**src/rtl/rxa_pkg.sv**
```systemverilog
package rxa_pkg;
  typedef enum logic [1:0] {
    ST_IDLE = 2'd0,
    ST_HUNT = 2'd1,
    ST_LO   = 2'd2,
    ST_HI   = 2'd3
  } rxa_state_e;
endpackage

```
**src/rtl/rxa_sfd_hunter.sv**
```systemverilog
module rxa_sfd_hunter #(
  parameter int                NIB_W      = 4,
  parameter logic [NIB_W-1:0]  SFD_FIRST  = 'h5,
  parameter logic [NIB_W-1:0]  SFD_SECOND = 'hD
) (
  input  logic             clk,
  input  logic             rst,
  input  logic             active,
  input  logic             nib_ok,
  input  logic [NIB_W-1:0] nib,
  output logic             hit
);
  logic prev_first;

  always_ff @(posedge clk) begin
    if (rst || !active) begin
      prev_first <= 1'b0;
    end else if (nib_ok) begin
      prev_first <= (nib == SFD_FIRST);
    end
  end

  assign hit = active && nib_ok && prev_first && (nib == SFD_SECOND);
endmodule

```
**src/rtl/rxa_byte_packer.sv**
```systemverilog
module rxa_byte_packer #(
  parameter int NIB_W = 4,
  localparam int BYTE_W = 2 * NIB_W
) (
  input  logic              clk,
  input  logic              rst,
  input  logic              take_lo,
  input  logic              take_hi,
  input  logic [NIB_W-1:0]  nib,
  output logic [BYTE_W-1:0] byte_q,
  output logic              stb_q
);
  logic [NIB_W-1:0] lo_q;

  always_ff @(posedge clk) begin
    if (rst) begin
      lo_q   <= '0;
      byte_q <= '0;
      stb_q  <= 1'b0;
    end else begin
      stb_q <= take_hi;
      if (take_lo) begin
        lo_q <= nib;
      end
      if (take_hi) begin
        byte_q <= {nib, lo_q};
      end
    end
  end
endmodule

```
**src/rtl/rxa_len_counter.sv**
```systemverilog
module rxa_len_counter #(
  parameter int LEN_W = 11
) (
  input  logic             clk,
  input  logic             rst,
  input  logic             clr,
  input  logic             inc,
  output logic [LEN_W-1:0] cnt
);
  localparam logic [LEN_W-1:0] CNT_MAX = {LEN_W{1'b1}};

  always_ff @(posedge clk) begin
    if (rst || clr) begin
      cnt <= '0;
    end else if (inc && (cnt != CNT_MAX)) begin
      cnt <= cnt + 1'b1;
    end
  end
endmodule

```
**src/rtl/rx_nibble_aligner.sv**
```systemverilog
module rx_nibble_aligner #(
  parameter int               NIB_W      = 4,
  parameter int               LEN_W      = 11,
  parameter logic [NIB_W-1:0] SFD_FIRST  = 'h5,
  parameter logic [NIB_W-1:0] SFD_SECOND = 'hD,
  localparam int              BYTE_W     = 2 * NIB_W
) (
  input  logic              clk,
  input  logic              rst,
  input  logic              rx_dv,
  input  logic              nib_valid,
  input  logic [NIB_W-1:0]  nib_data,
  input  logic              rx_er,
  input  logic              rx_col,
  output logic [BYTE_W-1:0] byte_data,
  output logic              byte_stb,
  output logic              sof_pulse,
  output logic              eof_pulse,
  output logic [LEN_W-1:0]  eof_len,
  output logic              eof_align_err,
  output logic              eof_rx_err,
  output logic              eof_col
);
  import rxa_pkg::*;

  rxa_state_e       state;
  logic             nib_ok;
  logic             searching;
  logic             sfd_hit;
  logic             take_lo;
  logic             take_hi;
  logic [LEN_W-1:0] byte_cnt;
  logic             err_acc;
  logic             col_acc;

  assign nib_ok    = rx_dv && nib_valid;
  assign searching = rx_dv && ((state == ST_IDLE) || (state == ST_HUNT));
  assign take_lo   = nib_ok && (state == ST_LO);
  assign take_hi   = nib_ok && (state == ST_HI);

  rxa_sfd_hunter #(
    .NIB_W      (NIB_W),
    .SFD_FIRST  (SFD_FIRST),
    .SFD_SECOND (SFD_SECOND)
  ) u_hunter (
    .clk    (clk),
    .rst    (rst),
    .active (searching),
    .nib_ok (nib_ok),
    .nib    (nib_data),
    .hit    (sfd_hit)
  );

  rxa_byte_packer #(
    .NIB_W (NIB_W)
  ) u_packer (
    .clk     (clk),
    .rst     (rst),
    .take_lo (take_lo),
    .take_hi (take_hi),
    .nib     (nib_data),
    .byte_q  (byte_data),
    .stb_q   (byte_stb)
  );

  rxa_len_counter #(
    .LEN_W (LEN_W)
  ) u_len (
    .clk (clk),
    .rst (rst),
    .clr (sfd_hit),
    .inc (take_hi),
    .cnt (byte_cnt)
  );

  always_ff @(posedge clk) begin
    if (rst) begin
      state         <= ST_IDLE;
      sof_pulse     <= 1'b0;
      eof_pulse     <= 1'b0;
      eof_len       <= '0;
      eof_align_err <= 1'b0;
      eof_rx_err    <= 1'b0;
      eof_col       <= 1'b0;
      err_acc       <= 1'b0;
      col_acc       <= 1'b0;
    end else begin
      sof_pulse <= sfd_hit;
      eof_pulse <= 1'b0;
      err_acc   <= rx_dv ? (err_acc || rx_er)  : 1'b0;
      col_acc   <= rx_dv ? (col_acc || rx_col) : 1'b0;
      case (state)
        ST_IDLE: begin
          if (rx_dv) begin
            state <= sfd_hit ? ST_LO : ST_HUNT;
          end
        end
        ST_HUNT: begin
          if (!rx_dv) begin
            state <= ST_IDLE;
          end else if (sfd_hit) begin
            state <= ST_LO;
          end
        end
        ST_LO, ST_HI: begin
          if (!rx_dv) begin
            eof_pulse     <= 1'b1;
            eof_len       <= byte_cnt;
            eof_align_err <= (state == ST_HI);
            eof_rx_err    <= err_acc;
            eof_col       <= col_acc;
            state         <= ST_IDLE;
          end else if (nib_ok) begin
            state <= (state == ST_LO) ? ST_HI : ST_LO;
          end
        end
        default: state <= ST_IDLE;
      endcase
    end
  end
endmodule

```
**config.mk**
```make
export PLATFORM = sky130hd
export DESIGN_NAME = rx_nibble_aligner
export DESIGN_NICKNAME = d
export VERILOG_FILES = /design/src/rtl/rxa_pkg.sv /design/src/rtl/rxa_sfd_hunter.sv /design/src/rtl/rxa_byte_packer.sv /design/src/rtl/rxa_len_counter.sv /design/src/rtl/rx_nibble_aligner.sv
export SDC_FILE = /design/constraint.sdc
export NUM_CORES = 1
export LEC_CHECK = 0
export ABC_AREA = 1
export BUFFER_PORTS_ARGS = -buffer_cell sky130_fd_sc_hd__buf_4
export CORE_ASPECT_RATIO = 0.6
export CORE_UTILIZATION = 58
export DETAILED_ROUTE_END_ITERATION = 8
export PLACE_DENSITY = 0.83
export SETUP_SLACK_MARGIN = 0.3
export SLEW_MARGIN = 20
export SYNTH_ARGS = -nofsm -noshare
export SYNTH_HDL_FRONTEND = slang
export SYNTH_SLANG_ARGS = --single-unit
```
**constraint.sdc**
```tcl
create_clock -name clk -period 2.8 [get_ports clk]
set_input_delay 0.14 -clock clk [delete_from_list [all_inputs] [get_ports clk]]
set_output_delay 0.14 -clock clk [all_outputs]
set_load 0.02 [all_outputs]
```
==> results.py, run 1 <==
metrics = {
    "floorplanning": {
        "die_h_um": 45.5,
        "core_area_um2": 2930,
        "die_area_um2": 3380,
        "num_rows": 15,
        "ioPinCount": 35,
        "die_w_um": 74.4,
        "initial_utilization_pct": 62.4,
    },
    "synthesis": {
        "syn_inst": 249,
        "synth.avg_cell_area_um2": 7.33,
        "ys_warn_count": 0,
        "syn-cell-area_um2": 1830,
        "syn_nets": 260,
        "synth.top_cell.area_share_pct": 49.3,
        "synth-seq-area-share_pct": 49.3,
        "synth_seq_cells": 45,
        "synth_top_area_cell": "dfxtp_1",
        "synth_area_leaders": "dfxtp_1 (49%), nor2_1 (11%), nand2_1 (8.2%)",
        "ys_types": 22,
    },
    "clock_tree": {
        "cts_tree": "yes",
        "root_buffer": "clkbuf_8",
        "worstSkewPairLatency_ns": 0.30,
        "clkSlewWorstSetupHoldPaths_ns": 0.08,
        "cts_resized": 0,
        "clock_sink_count": 45,
        "holdBufCountCts": 0,
        "ctsHtreeMaxLevel": 2,
        "cts_buffers": 5,
        "post_cts_buffers": 0,
        "clockBufferDepth": 2,
    },
    "place": {
        "port_buffers": 34,
        "dp_cells": 320,
        "dpl_cell_area_um2": 2120,
        "dpl.hpwl_um": 2840,
        "gp_congestion": 0.842,
    },
    "sta": {
        "hold_violations": 0,
        "clock_skew_ns": 0.00712,
        "rsz0062_at_grt": "no",
        "hold_slack_ns": 0.0543,
        "finalSetupTns_ns": 0,
        "worst_pin_slew_ns": 0.609,
        "setup_violations": 0,
        "fin_crit_sh_pct": 59.2,
        "relSlewSlack_pct": 59.2,
        "fin_crit_ns": 1.66,
        "fmax_mhz": 604,
        "drv_slew": 0,
    },
    "setup_path": {
        "start_kind": "register",
        "arrival_ns": 1.85,
        "critical_path_required_ns": 2.99,
        "crit_path_end_kind": "register",
        "critPathKind": "reg2reg",
        "r2r_cells": 5,
        "path_max_fanout": 17,
    },
    "pwr": {
        "switching_share_pct": 23.1,
        "intPower_uw": 853,
        "ir_drop_uv": 438,
        "clkPwrFrac_pct": 34.7,
        "power_switching_uw": 256,
        "power.leakage_nw": 0.999,
        "combPwrFrac_pct": 6.2,
        "powerDensity_nw_per_um2": 505,
        "pwr-share-seq_pct": 59.1,
    },
    "final_layout": {
        "nets": 296,
        "design_area_um2": 2200,
        "drive_above_1_share_pct": 16.8,
        "diodes": 0,
        "nFillCells": 257,
        "area_growth_pct": 20.4,
        "final_cell_count_no_fill": 328,
    },
    "global_routing": {
        "antenna_found_initial": 0,
        "grt_util_all_layers_pct": 26.1,
        "grt-ovfl-total": 0,
        "grt_pass1_wl_um": 6380,
        "grt_start_max_net_pins": 29,
        "grt_pass1_vias": 1379,
    },
    "worst_hold_path": {
        "hold_depth": 2,
        "worstHoldPathType": "in2reg",
    },
    "detailed_routing": {
        "wire_per_inst_um": 12.3,
        "vias": 1716,
        "drc_errors": 0,
        "ant_nets": 0,
        "routed_wl_um": 4040,
        "dr.pass1.iters": 4,
        "drtIter0Drc": 130,
        "vias_per_cell": 5.23,
    },
    "run": {
        "maxCapViolCount": 0,
    },
    "run_status": {
        "status": "completed",
    },
}
==> cell type report <==
cell class | count | area (um2) | area share [%]
Inverter | 24 | 90.1 | 4.10
Tap cell | 42 | 52.6 | 2.39
Clock buffer | 8 | 80.1 | 3.64
Multi-Input combinational cell | 172 | 796 | 36.2
Timing Repair Buffer | 37 | 278 | 12.6
Sequential cell | 45 | 901 | 41.0
==> metrics by stage <==
step | total power, mW | utilization (%) | worst slack [ns]
5_1_grt | 1.14 | 75.0 | 0.966
3_3_place_gp | 0.736 | 72.3 | 1.20
2_1_floorplan | 0.706 | - | 1.48
3_5_place_dp | 0.738 | 72.3 | 1.19
6_report | 1.11 | 75.0 | 1.14
4_1_cts | 1.11 | 75.0 | 1.18
==> critical path, stage by stage (launching register included) <==
cell and delay, ns:
dfxtp_1 0.36, inv_1 0.14, nor3_4 0.55, inv_1 0.29
nor2_1 0.16, nor2_1 0.06
==> registers in the layout (all words and copies together), names as in the netlist <==
register / flops
eof_len: 11
u_len.cnt: 11
u_packer.lo_q: 4
eof_col: 1
u_hunter.prev_first: 1
u_packer.stb_q: 1
eof_align_err: 1
state: 2
col_acc: 1
eof_rx_err: 1
sof_pulse: 1
err_acc: 1
u_packer.byte_q: 8
eof_pulse: 1
==> path summary, 6_finish.rpt <==
path                     from                  to  slack (ns)
min                       rst           eof_pulse        0.05
max                  state[1]  u_packer.byte_q[3]        1.14
min reg2reg  u_packer.lo_q[0]  u_packer.byte_q[0]        0.48
max reg2reg          state[1]  u_packer.byte_q[3]        1.14
==> cell usage after synthesis <==
cell type  count
buf_2          4
nor3_1         3
nor2_1        54
o31ai_1        1
xnor2_1        1
ha_1           1
nand2_1       40
buf_4          1
inv_1         22
a21oi_1       19
nor3_4         1
and3_1         1
nand3_1       14
nand3_2        1
clkbuf_1       3
nand4_1        6
xor2_1         2
nand2_2        1
nor3_2         1
dfxtp_1       45
o21ai_0       26
inv_2          2
==> logic make-up after synthesis <==
family	after synthesis	share of synthesized area (%)
xor gates and xnor gates	3	1.44
buffers and inverters	32	7.06
adders and majority gates	1	0.685
and+or+nand+nor	122	28.7
AOI/OAI and AO/OA	46	12.7
DFF	45	49.3
==> per-layer routing <==
layer | part of all wire, % | routed length, um | GRT usage [%] | vias to the layer above
met5 | 0 | 0 | 0 | -
met3 | 8.9 | 359 | 6.64 | 8
li1 | - | - | - | 882
met2 | 39 | 1570 | 35.7 | 75
met4 | 1.6 | 65 | 9.06 | 0
met1 | 50 | 2030 | 39.5 | 751
==> placed cells by master, fill, tap and decap left out, drive strengths merged <==
| master | n |
|---|---|
| and3 | 1 |
| nand4 | 6 |
| nor3 | 5 |
| nand3 | 15 |
| xor2 | 2 |
| o21ai | 26 |
| clkbuf | 8 |
| dfxtp | 45 |
| inv | 24 |
| nor2 | 54 |
| xnor2 | 1 |
| o31ai | 1 |
| buf | 37 |
| ha | 1 |
| a21oi | 19 |
| nand2 | 41 |
==> power groups by stage <==
stage / sequential [mW] / combinational, mW / clock (mW)
floorplan: 0.677 / 0.0296 / 0
global placement: 0.670 / 0.0662 / 0
detailed placement: 0.670 / 0.0676 / 0
CTS: 0.655 / 0.0678 / 0.388
global route: 0.657 / 0.0747 / 0.412
finish: 0.655 / 0.0684 / 0.385
Power figures use the tool's default switching activity.
==> run 2: changes to the inputs <==
--- a/config.mk
+++ b/config.mk
@@ -8,9 +8,9 @@
 export ABC_AREA = 1
 export BUFFER_PORTS_ARGS = -buffer_cell sky130_fd_sc_hd__buf_4
 export CORE_ASPECT_RATIO = 0.6
-export CORE_UTILIZATION = 58
+export CORE_UTILIZATION = 48
 export DETAILED_ROUTE_END_ITERATION = 8
-export PLACE_DENSITY = 0.83
+export PLACE_DENSITY = 0.74
 export SETUP_SLACK_MARGIN = 0.3
 export SLEW_MARGIN = 20
 export SYNTH_ARGS = -nofsm -noshare
==> constraint.sdc (replaced) <==
create_clock -name clk -period 1.4 [get_ports clk]
set_input_delay 0.07 -clock clk [delete_from_list [all_inputs] [get_ports clk]]
set_output_delay 0.07 -clock clk [all_outputs]
set_load 0.02 [all_outputs]
==> results.py, run 2 (same netlist as run 1, synthesis figures left out) <==
metrics = {
    "detailed_routing": {
        "dr.pass1.iters": 5,
        "wire_per_inst_um": 16.3,
        "vias": 1969,
        "top_layer": "met4",
        "drc_errors": 0,
        "drtIter0Drc": 168,
        "ant_nets": 0,
        "wl_met1_um": 2640,
        "vias_per_cell": 5.47,
        "routed_wl_um": 5850,
        "met3_length_um": 484,
        "wl_met2_um": 2570,
    },
    "place": {
        "gp_congestion": 0.920,
        "port_buffers": 34,
        "dpl.hpwl_um": 3130,
    },
    "setup_path": {
        "critPathMaxStageDelay_ns": 0.37,
        "rrSetupSlack_ns": 0.09,
        "cp_slowest_cell": "dfxtp_2",
        "path_cells": "clkinv_4 > nor3_4 > buf_6 > nand2_8 > inv_4 > nand2_1 > a21oi_1",
        "start_kind": "register",
        "critical_path_required_ns": 1.64,
        "r2r-end": "u_len.cnt[3]",
        "r2r_cells": 7,
        "critPathTopFamily": "buffers and inverters",
        "crit_path_end_kind": "register",
        "critPathBufInv": 3,
        "arrival_ns": 1.55,
        "critPathKind": "reg2reg",
        "path_max_fanout": 11,
        "critPathLaunch": "state[1]",
        "r2r_start": "state[1]",
    },
    "sta": {
        "hold_slack_ns": -0.00159,
        "rsz0062_at_grt": "yes",
        "setup_violations": 0,
        "fin_crit_ns": 1.31,
        "fmax_mhz": 766,
        "relSlewSlack_pct": 75.4,
        "finalSetupTns_ns": 0,
        "hold_violations": 1,
        "drv_slew": 0,
        "fin_crit_sh_pct": 93.3,
        "clock_skew_ns": 0.00629,
        "worst_pin_slew_ns": 0.369,
    },
    "floorplanning": {
        "die_w_um": 81.6,
        "num_rows": 16,
        "ioPinCount": 35,
        "initial_utilization_pct": 53.0,
        "die_h_um": 49.8,
        "die_area_um2": 4060,
        "core_area_um2": 3440,
    },
    "final_layout": {
        "nFillCells": 233,
        "diodes": 0,
        "final_common_cell": "buf_4",
        "area_growth_pct": 49.7,
        "ff_latch_area_um2": 917,
        "nets": 325,
        "largestRegisters": "eof_len: 11 flops, u_len.cnt: 11 flops, u_packer.byte_q: 8 flops",
        "layout_common_cells": "buf_4 (53), nor2_1 (48), dfxtp_1 (38)",
        "multiInputGateArea_um2": 1000,
        "drive_above_1_share_pct": 40.3,
    },
    "worst_hold_path": {
        "hold_depth": 3,
        "hp-start": "nib_data[0]",
        "holdPathEnd": "u_packer.lo_q[0]",
        "worstHoldPathType": "in2reg",
    },
    "global_routing": {
        "antenna_found_initial": 0,
        "grt_pass1_wl_um": 8060,
        "grt_pass1_vias": 1638,
        "grt-ovfl-total": 0,
        "grt_start_max_net_pins": 28,
        "grt_util_all_layers_pct": 26.7,
    },
    "clock_tree": {
        "worstSkewPairLatency_ns": 0.30,
        "cts_buffers": 5,
        "clock_sink_count": 45,
        "ctsHtreeMaxLevel": 2,
        "clockBufferDepth": 2,
        "clkSlewWorstSetupHoldPaths_ns": 0.09,
        "root_buffer": "clkbuf_8",
        "cts_tree": "yes",
    },
    "run": {
        "maxCapViolCount": 0,
    },
    "pwr": {
        "power.leakage_nw": 1.22,
        "ir_drop_uv": 711,
        "total_power_mw": 2.58,
        "powerDensity_nw_per_um2": 944,
    },
    "run_status": {
        "status": "finished with violations",
        "violations": "hold timing",
    },
}
run 2: cell count changes in the layout (fill, tap and decap cells not counted), moves of 4 or more:
cell / delta
buf_6: +9
a21oi_1: -6
nand2_1: -9
a21oi_2: +6
nand2_2: +5
inv_4: +4
nor2_1: -6
buf_4: +16
o21ai_0: -18
dfxtp_1: -7
dfxtp_2: +4
o21ai_2: +15
run 2: how the worst max path moves through the flow:
stage	endpoint	slack [ns]	cells after the start
after floorplan	u_len.cnt[9]	0.22	8
after global placement	u_len.cnt[10]	0.07	5
after detailed placement	u_len.cnt[8]	0.06	7
after CTS	u_len.cnt[0]	0.16	7
after global routing	u_len.cnt[9]	0.0008	8
final	u_len.cnt[3]	0.09	7
run 2: per-stage QoR:
stage / util, % / setup WS (ns) / instance area (um2) / hold slack [ns] / instances
2_1_floorplan: - / 0.220 / 1870 / 0.142 / 249
3_3_place_gp: 65.1 / 0.0672 / 2240 / 0.280 / 333
3_5_place_dp: 65.1 / 0.0626 / 2240 / 0.286 / 333
4_1_cts: 73.8 / 0.164 / 2540 / 0.0156 / 353
5_1_grt: 79.4 / 0.000785 / 2730 / 0.0118 / 360
6_report: 79.4 / 0.0940 / 2730 / -0.00159 / 360
run 2: where the power goes:
group	leakage [nW]	total, mW	switching [mW]	internal, mW
clock network	0.0617	1.05	0.467	0.582
registers	0.368	1.31	0.0155	1.29
logic	0.794	0.220	0.128	0.0920
total	1.22	2.58	0.610	1.97
run 2: worst register-to-register path: stages, from the launching register on:
cell and delay [ns]:
dfxtp_2 0.37, clkinv_4 0.12, nor3_4 0.21, buf_6 0.20, nand2_8 0.09, inv_4 0.09, nand2_1 0.05, a21oi_1 0.12
run 2: timing repair:
| action | 4_1_cts | 5_1_grt |
|---|---|---|
| gates resized for setup | 30 | 57 |
| gates cloned | 1 | 2 |
| endpoints found under the setup margin | 26 | 40 |
| setup buffers | 8 | 5 |
| hold buffers | 3 | 0 |
| pin swaps | 10 | 13 |
| hold endpoints to repair | 5 | 0 |
run 2: area by class of cell:
| class | count | share of cell area (%) |
|---|---|---|
| inverter | 24 | 3.75 |
| multi-input combinational | 172 | 36.7 |
| clock buffer | 6 | 3.02 |
| clock inverter | 2 | 1.33 |
| timing repair buffer | 66 | 19.6 |
| sequential | 45 | 33.6 |
| tap | 45 | 2.06 |
run 2: layer usage:
layer  vias to the layer above  global-route usage, %
li1                        949                      -
met5                         -                      0
met2                       102                   36.8
met4                         0                   8.19
met3                        20                   7.96
met1                       898                   39.4
==> run 3: changes to the inputs <==
--- a/config.mk
+++ b/config.mk
@@ -5,13 +5,13 @@
 export SDC_FILE = /design/constraint.sdc
 export NUM_CORES = 1
 export LEC_CHECK = 0
-export ABC_AREA = 1
 export BUFFER_PORTS_ARGS = -buffer_cell sky130_fd_sc_hd__buf_4
 export CORE_ASPECT_RATIO = 0.6
 export CORE_UTILIZATION = 48
 export DETAILED_ROUTE_END_ITERATION = 8
 export PLACE_DENSITY = 0.74
 export SETUP_SLACK_MARGIN = 0.3
+export SKIP_CTS_REPAIR_TIMING = 1
 export SLEW_MARGIN = 20
 export SYNTH_ARGS = -nofsm -noshare
 export SYNTH_HDL_FRONTEND = slang
==> results.py, run 3 <==
metrics = {
    "floorplanning": {
        "core_area_um2": 3360,
        "die_area_um2": 3910,
        "ioPinCount": 35,
        "initial_utilization_pct": 52.2,
        "num_rows": 16,
        "die_h_um": 48.8,
        "die_w_um": 80.0,
    },
    "synthesis": {
        "synth_area_leaders": "dfxtp_1 (51%), nand2_1 (11%), a21oi_1 (8.8%)",
        "synth_seq_cells": 45,
        "synth-edff-count": 0,
        "yosysMostFrequentCell": "nand2_1",
        "synth-seq-area-share_pct": 51.4,
        "syn_nets": 217,
        "ys_async_sr_fraction_pct": 0,
        "ys_types": 33,
        "synth.avg_cell_area_um2": 8.52,
        "ys_warn_count": 0,
        "syn-cell-area_um2": 1750,
        "yosys_most_used_dff": "dfxtp_1",
        "synth.top_cell.area_share_pct": 51.4,
        "yosys-top-cells-count": "nand2_1 (53), dfxtp_1 (45), a21oi_1 (31)",
        "syn_inst": 206,
        "synth_top_area_cell": "dfxtp_1",
    },
    "clock_tree": {
        "clockBufferDepth": 2,
        "worstSkewPairLatency_ns": 0.30,
        "clkSlewWorstSetupHoldPaths_ns": 0.08,
        "cts_tree": "yes",
        "clock_sink_count": 45,
        "root_buffer": "clkbuf_8",
        "cts_buffers": 5,
        "ctsHtreeMaxLevel": 2,
    },
    "detailed_routing": {
        "drtIter0Drc": 114,
        "ant_nets": 0,
        "wire_per_inst_um": 16.6,
        "vias": 1815,
        "drc_errors": 0,
        "routed_wl_um": 5320,
        "dr.pass1.iters": 4,
        "vias_per_cell": 5.65,
    },
    "place": {
        "dpl_cell_area_um2": 2260,
        "post-place-ws_ns": -0.0145,
        "dpl.hpwl_um": 2880,
        "gp_congestion": 0.857,
        "dp_cells": 300,
        "port_buffers": 34,
    },
    "final_layout": {
        "drive_above_1_share_pct": 54.7,
        "final_cell_count_no_fill": 321,
        "design_area_um2": 2810,
        "final_common_cell": "buf_4",
        "largestRegisters": "eof_len: 11 flops, u_len.cnt: 11 flops, u_packer.byte_q: 8 flops",
        "diodes": 0,
        "area_growth_pct": 60.1,
        "utilization_pct": 83.5,
        "layout_common_cells": "buf_4 (55), dfxtp_1 (33), nand2_1 (30)",
        "nets": 286,
    },
    "setup_path": {
        "critPathTopFamily": "simple AND/OR/NAND/NOR gates",
        "arrival_ns": 1.68,
        "critPathMaxStageDelay_ns": 0.48,
        "critPathBufInv": 1,
        "crit_path_end_kind": "register",
        "cp_slowest_cell": "or3_4",
        "path_cells": "buf_12 > nand3b_1 > or3_4 > a32oi_1 > nor2_1",
        "start_kind": "register",
        "path_max_fanout": 5,
        "critPathKind": "reg2reg",
        "critical_path_required_ns": 1.59,
    },
    "sta": {
        "timing.final.ws_setup_ns": -0.0946,
        "fin_crit_ns": 1.49,
        "hold_violations": 1,
        "worst_pin_slew_ns": 0.425,
        "clock_skew_ns": 0.00647,
        "setup_violations": 11,
        "rsz0062_at_grt": "yes",
        "hold_slack_ns": -0.0201,
        "drv_slew": 0,
        "fmax_mhz": 669,
        "fin_crit_sh_pct": 107,
        "relSlewSlack_pct": 71.7,
        "finalSetupTns_ns": -0.394,
    },
    "global_routing": {
        "grt_pass1_wl_um": 6870,
        "grt_pass1_vias": 1485,
        "grt_util_all_layers_pct": 23.3,
        "grt-ovfl-total": 0,
        "grt_start_max_net_pins": 30,
        "antenna_found_initial": 0,
    },
    "run_status": {
        "violations": "hold timing, setup timing",
        "status": "finished with violations",
    },
    "pwr": {
        "ir_drop_uv": 700,
        "power.leakage_nw": 1.30,
        "powerDensity_nw_per_um2": 836,
    },
    "worst_hold_path": {
        "worstHoldPathType": "in2reg",
    },
    "run": {
        "maxCapViolCount": 0,
    },
}
run 3: cell types whose count changed in the layout (fill, tap and decap cells not counted), sizes merged, moves of 11 or more:
cell	delta
a21oi	+12
inv	-20
nand2	+14
nand3	-11
nor2	-41
o21ai	-22
run 3: routing by layer:
layer  global-route usage, %  share of wire [%]  wire (um)
met5                       0                  0          0
met4                    8.63                2.1        110
met3                    5.79                7.2        384
met2                    33.5                 45       2400
met1                    33.7                 46       2430
run 3: tightest hold or removal path, delay by kind of cell:
family	cells	cell delay (ns)
and+or+nand+nor	2	0.09
buffers and inverters	1	0.08
run 3: logic make-up (layout without fill, tap and decap cells):
family | after synthesis | in the layout | synth area share, %
compound gates | 48 | 48 | 15.9
simple gates | 94 | 95 | 25.6
flops | 45 | 45 | 51.4
fa+ha+maj | 1 | 1 | 0.713
mux | 4 | 4 | 2.28
buf+inv | 14 | 83 | 4.14
run 3: cell type report:
cell class              instances  area (um2)
well taps                      45        56.3
clock inverters                 2        35.0
inverters                       4        20.0
flip-flops and latches         45         921
fillers                       198         556
repair buffers                 71         606
clock buffers                   6        72.6
multi-input cells             148        1100
run 3: final timing paths:
kind                            from                 end  slack [ns]  depth (start not counted)
setup / recovery            state[1]            state[0]       -0.09                          5
hold / removal                 rx_er             err_acc       -0.02                          3
setup reg to reg            state[1]            state[0]       -0.09                          5
hold reg to reg   u_packer.byte_q[1]  u_packer.byte_q[1]        0.46                          2
run 3: power breakdown:
group          switching, mW  leakage, nW  internal [mW]
registers            0.00446        0.369           1.28
clock network          0.432       0.0552          0.530
logic                 0.0628        0.878         0.0387
total                  0.499         1.30           1.85
run 3: through the flow:
stage | hold WS [ns] | total power [mW]
3_3_place_gp | 0.276 | 1.38
2_1_floorplan | 0.186 | 1.34
5_1_grt | 0.00931 | 2.42
6_report | -0.0201 | 2.35
3_5_place_dp | 0.289 | 1.38
4_1_cts | -0.0228 | 2.32
